<file path="src/rtl/pwm_reload_pkg.sv">
package pwm_reload_pkg;

  typedef enum logic [1:0] {
    ADDR_CFG  = 2'd0,
    ADDR_LO   = 2'd1,
    ADDR_HI   = 2'd2,
    ADDR_NONE = 2'd3
  } regAddr_t;

  // write strobes from control to datapath
  typedef struct packed {
    logic cmpLo;
    logic cmpHi;
    logic rldLo;
    logic rldHi;
  } dpWrite_t;

endpackage

</file>
<file path="src/rtl/pwm_reload_ctrl.sv">
module pwm_reload_ctrl
  import pwm_reload_pkg::*;
#(
  parameter int DATA_W = 8,
  parameter int LEN_W  = 2
) (
  input  logic              clk,
  input  logic              rstN,
  input  logic [1:0]        busAddr,
  input  logic              busWrEn,
  input  logic [DATA_W-1:0] busWrData,
  input  logic              wrapPulse,
  output dpWrite_t          dpWr,
  output logic              accSel,
  output logic              irqEn,
  output logic              ovFlag,
  output logic [LEN_W-1:0]  lenSel,
  output logic [DATA_W-1:0] cfgRead
);
  localparam int SEL_BIT  = DATA_W - 1;
  localparam int IE_BIT   = DATA_W - 2;
  localparam int FLAG_BIT = DATA_W - 3;

  regAddr_t addr;
  logic cfgWr;

  assign addr  = regAddr_t'(busAddr);
  assign cfgWr = busWrEn && (addr == ADDR_CFG);

  always_ff @(posedge clk or negedge rstN) begin
    if (!rstN) begin
      accSel <= 1'b0;
      irqEn  <= 1'b0;
      ovFlag <= 1'b0;
      lenSel <= '0;
    end else begin
      if (cfgWr) begin
        accSel <= busWrData[SEL_BIT];
        irqEn  <= busWrData[IE_BIT];
        lenSel <= busWrData[LEN_W-1:0];
      end
      if (wrapPulse)  ovFlag <= 1'b1;
      else if (cfgWr) ovFlag <= busWrData[FLAG_BIT];
    end
  end

  always_comb begin
    dpWr.cmpLo = busWrEn && (addr == ADDR_LO) && !accSel;
    dpWr.cmpHi = busWrEn && (addr == ADDR_HI) && !accSel;
    dpWr.rldLo = busWrEn && (addr == ADDR_LO) &&  accSel;
    dpWr.rldHi = busWrEn && (addr == ADDR_HI) &&  accSel;
  end

  always_comb begin
    cfgRead              = '0;
    cfgRead[SEL_BIT]     = accSel;
    cfgRead[IE_BIT]      = irqEn;
    cfgRead[FLAG_BIT]    = ovFlag;
    cfgRead[LEN_W-1:0]   = lenSel;
  end

endmodule

</file>
<file path="src/rtl/pwm_reload_dp.sv">
module pwm_reload_dp
  import pwm_reload_pkg::*;
#(
  parameter int MIN_BITS = 8,
  parameter int LEN_W    = 2,
  parameter int DATA_W   = 8,
  parameter int MAX_BITS = 11
) (
  input  logic              clk,
  input  logic              rstN,
  input  logic              countEn,
  input  logic [LEN_W-1:0]  lenSel,
  input  dpWrite_t          dpWr,
  input  logic [DATA_W-1:0] wrData,
  input  logic              accSel,
  output logic              wrapPulse,
  output logic              pwmOut,
  output logic [DATA_W-1:0] rdLo,
  output logic [DATA_W-1:0] rdHi
);
  localparam int HI_W = MAX_BITS - DATA_W;

  logic [MAX_BITS-1:0] cntQ, cmpQ, rldQ;
  logic [MAX_BITS-1:0] lenMask, maskedCnt, viewReg;

  always_comb begin
    for (int i = 0; i < MAX_BITS; i++) lenMask[i] = (i < MIN_BITS + int'(lenSel));
  end

  assign maskedCnt = cntQ & lenMask;
  assign wrapPulse = countEn && (maskedCnt == lenMask);

  always_ff @(posedge clk or negedge rstN) begin
    if (!rstN)        cntQ <= '0;
    else if (countEn) cntQ <= (cntQ + 1'b1) & lenMask;
  end

  always_ff @(posedge clk or negedge rstN) begin
    if (!rstN) begin
      rldQ <= '0;
    end else begin
      if (dpWr.rldLo) rldQ[DATA_W-1:0]        <= wrData;
      if (dpWr.rldHi) rldQ[MAX_BITS-1:DATA_W] <= wrData[HI_W-1:0];
    end
  end

  // reload copy on the wrap edge takes precedence over a direct write
  always_ff @(posedge clk or negedge rstN) begin
    if (!rstN) begin
      cmpQ <= '0;
    end else if (wrapPulse && (lenSel != '0)) begin
      cmpQ <= rldQ;
    end else begin
      if (dpWr.cmpLo) cmpQ[DATA_W-1:0]        <= wrData;
      if (dpWr.cmpHi) cmpQ[MAX_BITS-1:DATA_W] <= wrData[HI_W-1:0];
    end
  end

  assign pwmOut  = !(maskedCnt < cmpQ);
  assign viewReg = accSel ? rldQ : cmpQ;
  assign rdLo    = viewReg[DATA_W-1:0];
  assign rdHi    = {{(DATA_W-HI_W){1'b0}}, viewReg[MAX_BITS-1:DATA_W]};

endmodule

</file>
<file path="src/rtl/pwm_reload_top.sv">
module pwm_reload_top
  import pwm_reload_pkg::*;
#(
  parameter int MIN_BITS = 8,
  parameter int LEN_W    = 2,
  parameter int DATA_W   = 8
) (
  input  logic              clk,
  input  logic              rstN,
  input  logic              countEn,
  input  logic [1:0]        busAddr,
  input  logic              busWrEn,
  input  logic [DATA_W-1:0] busWrData,
  output logic [DATA_W-1:0] busRdData,
  output logic              pwmOut,
  output logic              irqOut
);
  localparam int MAX_BITS = MIN_BITS + (1 << LEN_W) - 1;

  dpWrite_t dpWr;
  logic accSel, irqEn, ovFlag, wrapPulse;
  logic [LEN_W-1:0]  lenSel;
  logic [DATA_W-1:0] cfgRead, rdLo, rdHi;

  pwm_reload_ctrl #(.DATA_W(DATA_W), .LEN_W(LEN_W)) ctrl_i (
    .clk(clk), .rstN(rstN), .busAddr(busAddr), .busWrEn(busWrEn),
    .busWrData(busWrData), .wrapPulse(wrapPulse), .dpWr(dpWr),
    .accSel(accSel), .irqEn(irqEn), .ovFlag(ovFlag), .lenSel(lenSel),
    .cfgRead(cfgRead)
  );

  pwm_reload_dp #(.MIN_BITS(MIN_BITS), .LEN_W(LEN_W), .DATA_W(DATA_W),
                  .MAX_BITS(MAX_BITS)) dp_i (
    .clk(clk), .rstN(rstN), .countEn(countEn), .lenSel(lenSel),
    .dpWr(dpWr), .wrData(busWrData), .accSel(accSel),
    .wrapPulse(wrapPulse), .pwmOut(pwmOut), .rdLo(rdLo), .rdHi(rdHi)
  );

  assign irqOut = ovFlag & irqEn;

  always_comb begin
    unique case (regAddr_t'(busAddr))
      ADDR_CFG: busRdData = cfgRead;
      ADDR_LO:  busRdData = rdLo;
      ADDR_HI:  busRdData = rdHi;
      default:  busRdData = '0;
    endcase
  end

endmodule

</file>
<file path="config.mk">
export PLATFORM = sky130hd
export DESIGN_NAME = pwm_reload_top
export DESIGN_NICKNAME = d
export VERILOG_FILES = /design/src/rtl/pwm_reload_pkg.sv /design/src/rtl/pwm_reload_ctrl.sv /design/src/rtl/pwm_reload_dp.sv /design/src/rtl/pwm_reload_top.sv
export SDC_FILE = /design/constraint.sdc
export NUM_CORES = 1
export LEC_CHECK = 0
export BUFFER_PORTS_ARGS = -buffer_cell sky130_fd_sc_hd__buf_2
export CAP_MARGIN = 5
export CORE_ASPECT_RATIO = 1.2
export CORE_MARGIN = 2
export CORE_UTILIZATION = 60
export CTS_BUF_LIST = sky130_fd_sc_hd__clkbuf_8
export CTS_CLUSTER_SIZE = 10
export DETAILED_ROUTE_END_ITERATION = 7
export GPL_TIMING_DRIVEN = 0
export HOLD_SLACK_MARGIN = 0.06
export PLACE_DENSITY = 0.87
export SYNTH_ARGS = -nofsm -noshare
export SYNTH_HDL_FRONTEND = slang
export SYNTH_HIERARCHICAL = 1
export SYNTH_SLANG_ARGS = --single-unit
</file>
<file path="constraint.sdc">
create_clock -name clk -period 2.3 [get_ports clk]
set_input_delay 0.23 -clock clk [delete_from_list [all_inputs] [get_ports clk]]
set_output_delay 0.23 -clock clk [all_outputs]
set_load 0.02 [all_outputs]
</file>
Yosys cells after proc, flatten, opt, wreduce, memory -nomap -nowiden
Index checks and enable logic that the tools add are counted.
{ "classes": {"muxes": 7, "n_reduce_logical": 16, "add_sub_neg": 2, "order_cmp": 12, "n_bitwise": 3, "eq_ne": 3} }
{ "ops": {"columns": ["op", "n"], "rows": [
  ["4-bit by 32-bit less-than comparator with 1-bit output (first input constant)", 4],
  ["5-bit by 32-bit less-than comparator with 1-bit output (first input constant)", 3],
  ["3-bit by 32-bit less-than comparator with 1-bit output (first input constant)", 2],
  ["2-bit by 32-bit less-than comparator with 1-bit output (first input constant)", 1],
  ["8-bit one-hot mux with 3 select lines", 1],
  ["11-bit bitwise AND", 2],
  ["11-bit two-way mux", 2],
  ["11-bit by 1-bit adder with 11-bit output (second input constant)", 1],
  ["11-bit equality test", 1],
  ["11-bit less-than comparator", 1],
  ["1-bit logical AND", 9],
  ["8-bit two-way mux", 1],
  ["2-bit nonzero test", 4],
  ["4-bit by 2-bit adder with 5-bit output (first input constant)", 1],
  ["1-bit by 5-bit less-than comparator with 1-bit output (first input constant)", 1],
  ["3-bit two-way mux", 1],
  ["2-bit by 1-bit equality test with 1-bit output (second input constant)", 1],
  ["2-bit equality test (second input constant)", 1],
  ["1-bit zero test", 2],
  ["2-bit zero test", 1],
  ["1-bit two-way mux", 2],
  ["1-bit bitwise AND", 1]
]} }
{ "totals": {"output_inout_bits": 10, "word_cells": 52, "in_bits": 14, "ff_bits": 38} }

Longest topological paths before layout
Gate-level depths: netlist (run 1).
{ "logic_depth": {"word_depth": 7, "ltp_mapped": 8, "depth_no_buf": 7} }

Modules after synthesis
Netlist (run 1), hierarchy kept.
{ "by_module_without_submodules": {"columns": ["mod", "n_inst", "cells_per_inst", "area_each_um2", "seq_area_each_um2"], "rows": [
  ["pwm_reload_dp", 1, 188, 1921.8, 825.8],
  ["pwm_reload_ctrl", 1, 27, 306.5, 125.1],
  ["pwm_reload_top", 1, 21, 203.9, 0.0]
]} }

Worst setup path after synthesis (run 1)
OpenSTA, ideal clock, no wires.
{ "synth_timing": {"path_kind": "register -> output", "startpoint": "register ctrl_i.lenSel[0]", "endpoint": "output port pwmOut", "path_buffers": 1, "t_arrival_ps": 1653, "stages_incl_launch_ff": 9, "setup_slack_ps": 417, "cell_sequence": "dfrtp_1 buf_4 nor2_1 nor2_1 ha_1 a21o_1 a21o_1 a21oi_1 o21ai_0"} }
{ "synth_between": {"elab_chain_cells": 5, "elab_cells_between_ends": 15, "cone_classes": "add/sub (1); order compare (12); bitwise (1); reduce/logical (1)"} }
{ "synth_lines": {"columns": ["item", "line", "source"], "rows": [
  ["from (decl)", "pwm_reload_ctrl.sv:17", "output logic [LEN_W-1:0] lenSel,"],
  ["from (signal assigned)", "pwm_reload_ctrl.sv:40", "lenSel <= busWrData[LEN_W-1:0];"],
  ["4-bit by 2-bit adder with 5-bit output *", "pwm_reload_dp.sv:27", "for (int i = 0; i < MAX_BITS; i++) lenMask[i] = (i < MIN_BITS + int'(lenSel));"],
  ["2-bit by 32-bit less-than comparator with 1-bit output, or another cell as far along", "pwm_reload_dp.sv:27", null],
  ["11-bit bitwise AND *", "pwm_reload_dp.sv:30", "assign maskedCnt = cntQ & lenMask;"],
  ["11-bit less-than comparator *", "pwm_reload_dp.sv:59", "assign pwmOut = !(maskedCnt < cmpQ);"],
  ["1-bit zero test *", "pwm_reload_dp.sv:59", null],
  ["to (decl)", "pwm_reload_top.sv:15", "output logic pwmOut,"]
]} }
Mark *: on every way between the ends. The rest lies on a longest branch, timed or not.

Final worst setup path (run 1)
Ends and elaborated chain as after synthesis.

==> flow_metrics.py, run 1 <==
metrics = {
    "pwr": {
        "power.share.switching": 0.329,
        "p_int_mw": 1.75,
        "leakagePower_nw": 1.36,
        "pwr-share-clk": 0.272,
        "p_seq_frac": 0.408,
        "p_per_area_nw_per_um2": 925,
        "peakVddDrop_mv": 0.553,
        "p_switching_mw": 0.857,
        "comb_power_share": 0.320,
        "power.total_mw": 2.60,
    },
    "sta": {
        "skew_ps": 10.7,
        "maxSlewHeadroom": 0.433,
        "setup_tns_ps": 0,
        "hold_viol": 0,
        "worst_pin_slew_ps": 851,
        "holdWs_ps": 185,
        "fmax_mhz": 445,
        "slew_violations": 0,
        "timing.final.ws_setup_ps": 52.4,
        "rsz0062_at_grt": "no",
        "min_period_ps": 2250,
        "setup_viol": 0,
        "period_share": 0.977,
    },
    "placement": {
        "dp_hpwl_um": 3610,
        "dp_cells": 318,
        "place.gp.congestion": 0.851,
        "io_buffers": 22,
        "placed_area_um2": 2630,
        "post-place-ws_ps": -69.8,
    },
    "logic_synthesis": {
        "ys_ff_latch": 38,
        "yosysWarningCount": 6,
        "synth.top_cell.area_share": 0.391,
        "ys_types": 35,
        "synth_cells": 236,
        "syn_area_per_cell_um2": 10.3,
        "ys_seq_area_frac": 0.391,
        "synth.area.top_cells": "dfrtp_1 39%, mux2_2 8.8%, mux2_4 6.2%",
        "synth_area_um2": 2430,
        "yosys.area.top_type": "dfrtp_1",
    },
    "critical_path": {
        "crit_type": "reg -> out",
        "crit_chain": "nor2_4, nor2_1, ha_1, a21o_1, a21o_1, a21oi_1, o21ai_1, buf_4",
        "cp_num_buf_inv": 1,
        "cp_slowest_cell": "dfrtp_1",
        "crit_cells": 8,
        "cpPeakStageDelay_ps": 470,
        "crit_fanout": 5,
        "r2r_cells": 4,
        "cp-end-kind": "output pin",
        "cp.required_ps": 2070,
        "arrival_ps": 2020,
        "startpoint_type": "register",
        "cpLargestDelayFamily": "compound AO/OA/AOI/OAI gates",
        "crit_top_cell": "a21o_1",
    },
    "die": {
        "std_cell_rows": 25,
        "coreArea_um2": 3910,
        "initial_core_util": 0.622,
        "dieHeight_um": 73.7,
        "io_pins": 24,
        "die_area_um2": 4580,
        "die-width_um": 62.1,
    },
    "min_path": {
        "worstHoldPathType": "in -> reg",
        "whs_path_depth": 2,
    },
    "route": {
        "dr.pass1.iters": 4,
        "wl_per_cell_um": 15.4,
        "drcViolationCount": 0,
        "drt_iter0_markers": 91,
        "ant_nets": 0,
        "viasPerCell": 5.60,
        "drt_wl_total_um": 5070,
        "vias": 1842,
    },
    "flow_run": {
        "drv_cap": 0,
    },
    "layout": {
        "regArea_um2": 951,
        "nets": 299,
        "n_antenna_cell": 0,
        "area_growth_pct": 15.8,
        "nFillCells": 257,
        "layout-drive-gt1-share": 0.316,
        "design_area_um2": 2820,
        "layout_commonest_cell": "dfrtp_1",
        "multiInputGateArea_um2": 1300,
        "layout_common_cells": "38 x dfrtp_1, 30 x nand2_1, 22 x o21ai_0",
        "post-route-util": 0.720,
        "stdcell_count": 329,
    },
    "global_routing": {
        "grt-ovfl-total": 0,
        "grt_pass1_wl_um": 8450,
        "grt_pass1_vias": 1846,
        "grt_usage": 0.238,
        "grt_max_degree": 39,
        "antenna_found_initial": 0,
    },
    "outcome": {
        "status": "finished clean",
    },
    "clock_network": {
        "htree_levels": 2,
        "cts-root-buf": "clkbuf_8",
        "cts_buffers": 5,
        "clk_path_buf_depth": 2,
        "clk_pin_slew_worst_paths_ps": 80,
        "cts.sinks": 38,
        "clock_latency_ps": 300,
        "tritoncts": "built",
    },
}
==> timing repair <==
action                                  CTS  global route
buffers inserted                          1             3
resized for setup                         3             2
endpoints found under the hold margin    12             0
endpoints found under the setup margin    8             1
hold buffers                              1             0
pin swaps                                 0             1
==> sequential cells by signal, summed over array words and instances (netlist names) <==
signal / cells
ctrl_i/accSel: 1
ctrl_i/irqEn: 1
ctrl_i/lenSel: 2
ctrl_i/ovFlag: 1
dp_i/cmpQ: 11
dp_i/rldQ: 11
dp_i/cntQ: 11
==> layer usage <==
metal | part of all wire | global-route usage | vias to the layer above
met5 | 0 | 0 | -
met4 | 0.019 | 0.114 | 0
met3 | 0.039 | 0.0383 | 9
met2 | 0.52 | 0.429 | 45
met1 | 0.42 | 0.283 | 918
li1 | - | - | 870
==> layout make-up <==
| cell class | count | area share |
|---|---|---|
| Clock buffer | 6 | 0.0293 |
| Clock inverter | 2 | 0.0213 |
| Tap cell | 54 | 0.0240 |
| Multi-Input combinational cell | 169 | 0.463 |
| Buffer | 20 | 0.0533 |
| Timing Repair Buffer | 27 | 0.0542 |
| Inverter | 13 | 0.0173 |
| Sequential cell | 38 | 0.338 |
==> final timing paths <==
kind	startpoint	to	slack, ps
worst max-delay path	ctrl_i/lenSel[0]	pwmOut	50
worst min-delay path	busWrData[3]	dp_i/rldQ[3]	190
worst max register to register	ctrl_i/accSel	dp_i/cmpQ[3]	190
worst min register to register	dp_i/cntQ[0]	dp_i/cntQ[0]	540
max in group asynchronous	rstN	dp_i/rldQ[8]	1190
min in group asynchronous	rstN	dp_i/cmpQ[7]	580
==> power by group through the flow <==
| stage | logic, mW | registers [mW] | clock network, mW |
|---|---|---|---|
| global route | 0.926 | 1.09 | 0.736 |
| detailed placement | 0.812 | 1.06 | 0 |
| floorplan | 0.635 | 1.01 | 0 |
| finish | 0.833 | 1.06 | 0.708 |
| global placement | 0.770 | 1.05 | 0 |
| CTS | 0.836 | 1.05 | 0.718 |
==> synthesized netlist by cell type <==
library cell  number
a21boi_0           1
a21o_1             2
a21oi_1            8
and2_1             2
and3_1             1
and4b_1            1
buf_4             14
buf_6              4
clkbuf_1           4
conb_1             2
dfrtp_1           38
ha_1              11
inv_1             13
mux2_2            19
mux2_4            10
mux2i_1            9
nand2_1           30
nand3_2            1
nand4_1            3
nand4_2            1
nand4_4            1
nor2_1             9
nor2_4             1
nor2b_1            2
nor2b_4            1
nor3_1             2
nor3b_1            1
nor3b_4            1
nor4_1             1
nor4bb_1           1
o21ai_0           23
o21ai_1            1
o2bb2ai_1          8
xnor2_1            8
xor2_1             2
==> cell families after synthesis <==
| group | synth area share |
|---|---|
| simple gates | 0.135 |
| fa+ha+maj | 0.0566 |
| flops | 0.391 |
| other cells | 0.00309 |
| buf+inv | 0.0880 |
| compound gates | 0.104 |
| mux | 0.187 |
| xor+xnor | 0.0360 |
(Power assumes the default switching activity.)
==> inputs of run 2 (changes only) <==
PLACE_DENSITY = not set   (was 0.87)
PLACE_DENSITY_LB_ADDON = 0.05   (was not set)
==> flow_metrics.py, run 2 (synthesis gave the netlist of run 1 again) <==
metrics = {
    "sta": {
        "holdWs_ps": 58.7,
        "maxSlewHeadroom": 0.423,
        "fmax_mhz": 454,
        "min_period_ps": 2200,
        "worst_pin_slew_ps": 866,
        "setup_viol": 0,
        "hold_viol": 0,
        "slew_violations": 0,
        "period_share": 0.959,
        "skew_ps": 9.04,
    },
    "critical_path": {
        "crit_fanout": 3,
        "critPathLaunch": "ctrl_i/lenSel[0]",
        "crit_type": "reg -> out",
        "r2r_cells": 4,
        "worstReg2RegStart": "ctrl_i/accSel",
        "cp-end-kind": "output pin",
        "critPathCapture": "pwmOut",
        "arrival_ps": 1970,
        "reg2reg_slack_ps": 200,
        "cp.required_ps": 2070,
        "timing.rr.end": "dp_i/cmpQ[7]",
        "startpoint_type": "register",
    },
    "global_routing": {
        "grt_pass1_vias": 1726,
        "antenna_found_initial": 0,
        "grt-ovfl-total": 0,
        "grt_max_degree": 39,
        "grt_usage": 0.237,
        "grt_pass1_wl_um": 8310,
    },
    "clock_network": {
        "clock_latency_ps": 290,
        "cts.sinks": 38,
        "htree_levels": 2,
        "cts_buffers": 5,
        "tritoncts": "built",
        "hold_buffers": 0,
        "cts-root-buf": "clkbuf_8",
        "clk_pin_slew_worst_paths_ps": 80,
        "clk_path_buf_depth": 2,
    },
    "layout": {
        "regArea_um2": 952,
        "nets": 297,
        "layout_commonest_cell": "dfrtp_1",
        "layout-drive-gt1-share": 0.315,
        "largestRegisters": "dp_i/cmpQ (11), dp_i/cntQ (11), dp_i/rldQ (11)",
        "layout_common_cells": "37 x dfrtp_1, 30 x nand2_1, 22 x o21ai_0",
        "area_growth_pct": 13.2,
        "nFillCells": 323,
        "design_area_um2": 2750,
        "multiInputGateArea_um2": 1300,
        "n_antenna_cell": 0,
    },
    "route": {
        "drt_wl_total_um": 4950,
        "top_layer_used": "met4",
        "drcViolationCount": 0,
        "dr.pass1.iters": 4,
        "vias": 1722,
        "drt_iter0_markers": 74,
        "viasPerCell": 5.27,
        "wl_met1_um": 2230,
        "wl_met3_um": 147,
        "wl_per_cell_um": 15.1,
        "met2WireLength_um": 2540,
        "ant_nets": 0,
    },
    "pwr": {
        "power.total_mw": 2.34,
        "peakVddDrop_mv": 0.691,
        "p_per_area_nw_per_um2": 850,
        "leakagePower_nw": 1.34,
    },
    "die": {
        "io_pins": 24,
        "dieHeight_um": 73.7,
        "coreArea_um2": 3910,
        "die_area_um2": 4580,
        "die-width_um": 62.1,
        "std_cell_rows": 25,
        "initial_core_util": 0.622,
    },
    "min_path": {
        "worstHoldPathType": "in -> async",
    },
    "flow_run": {
        "drv_cap": 0,
    },
    "placement": {
        "place.gp.congestion": 0.757,
        "io_buffers": 22,
        "placed_area_um2": 2630,
        "dp_hpwl_um": 3640,
    },
    "outcome": {
        "status": "finished clean",
    },
}
[run 2: layout make-up]
type / instances / share of cell area
multi-input combinational: 169 / 0.474
sequential: 38 / 0.346
buffer: 21 / 0.0586
timing repair buffer: 24 / 0.0464
clock buffer: 6 / 0.0300
tap: 54 / 0.0245
inverter: 13 / 0.0177
clock inverter: 2 / 0.00318
[run 2: critical path, stage by stage, from the launching register on]
cell and delay [ps]:
dfrtp_1 430, buf_6 140, nor2_4 90, nor2_1 60
ha_1 310, a21o_1 160, a21o_1 160, a21oi_1 110
o21ai_1 80, buf_4 160
[run 2: what timing repair did]
item | 4_1_cts | 5_1_grt
setup endpoints to repair | 8 | 1
resized for setup | 2 | 5
pin swaps | 0 | 3
buffers inserted | 0 | 2
[run 2: power breakdown]
group          internal (mW)  switching [mW]  leakage [nW]
Combinational          0.419           0.403         0.823
Sequential             0.862           0.190         0.461
Clock                  0.237           0.227        0.0524
Total                   1.52           0.819          1.34
[run 2: metal layers]
| layer | vias up | track usage |
|---|---|---|
| met5 | - | 0 |
| met4 | 0 | 0.0617 |
| met3 | 5 | 0.0383 |
| met2 | 25 | 0.421 |
| met1 | 829 | 0.305 |
| li1 | 863 | - |
[run 2: metrics by stage]
stage | cells | worst slack, ps | util | TNS, ps
final | 327 | 95.3 | 0.704 | 0
after global routing | 327 | -46.9 | 0.704 | -54.3
after CTS | 326 | 15.0 | 0.699 | 0
after detailed placement | 318 | -71.3 | 0.673 | -413
after global placement | 318 | -1.57 | 0.673 | -1.57
after floorplan | 242 | 417 | - | 0
[run 2: how the worst min path moves through the flow]
stage	from	end	slack (ps)	cells after the start
after floorplan	rstN	ctrl_i/accSel	-70	0
after global placement	rstN	dp_i/cntQ[4]	390	1
after detailed placement	rstN	dp_i/cntQ[7]	380	1
after CTS	rstN	ctrl_i/ovFlag	70	1
after global routing	rstN	dp_i/rldQ[5]	110	1
final	rstN	dp_i/cntQ[7]	60	1
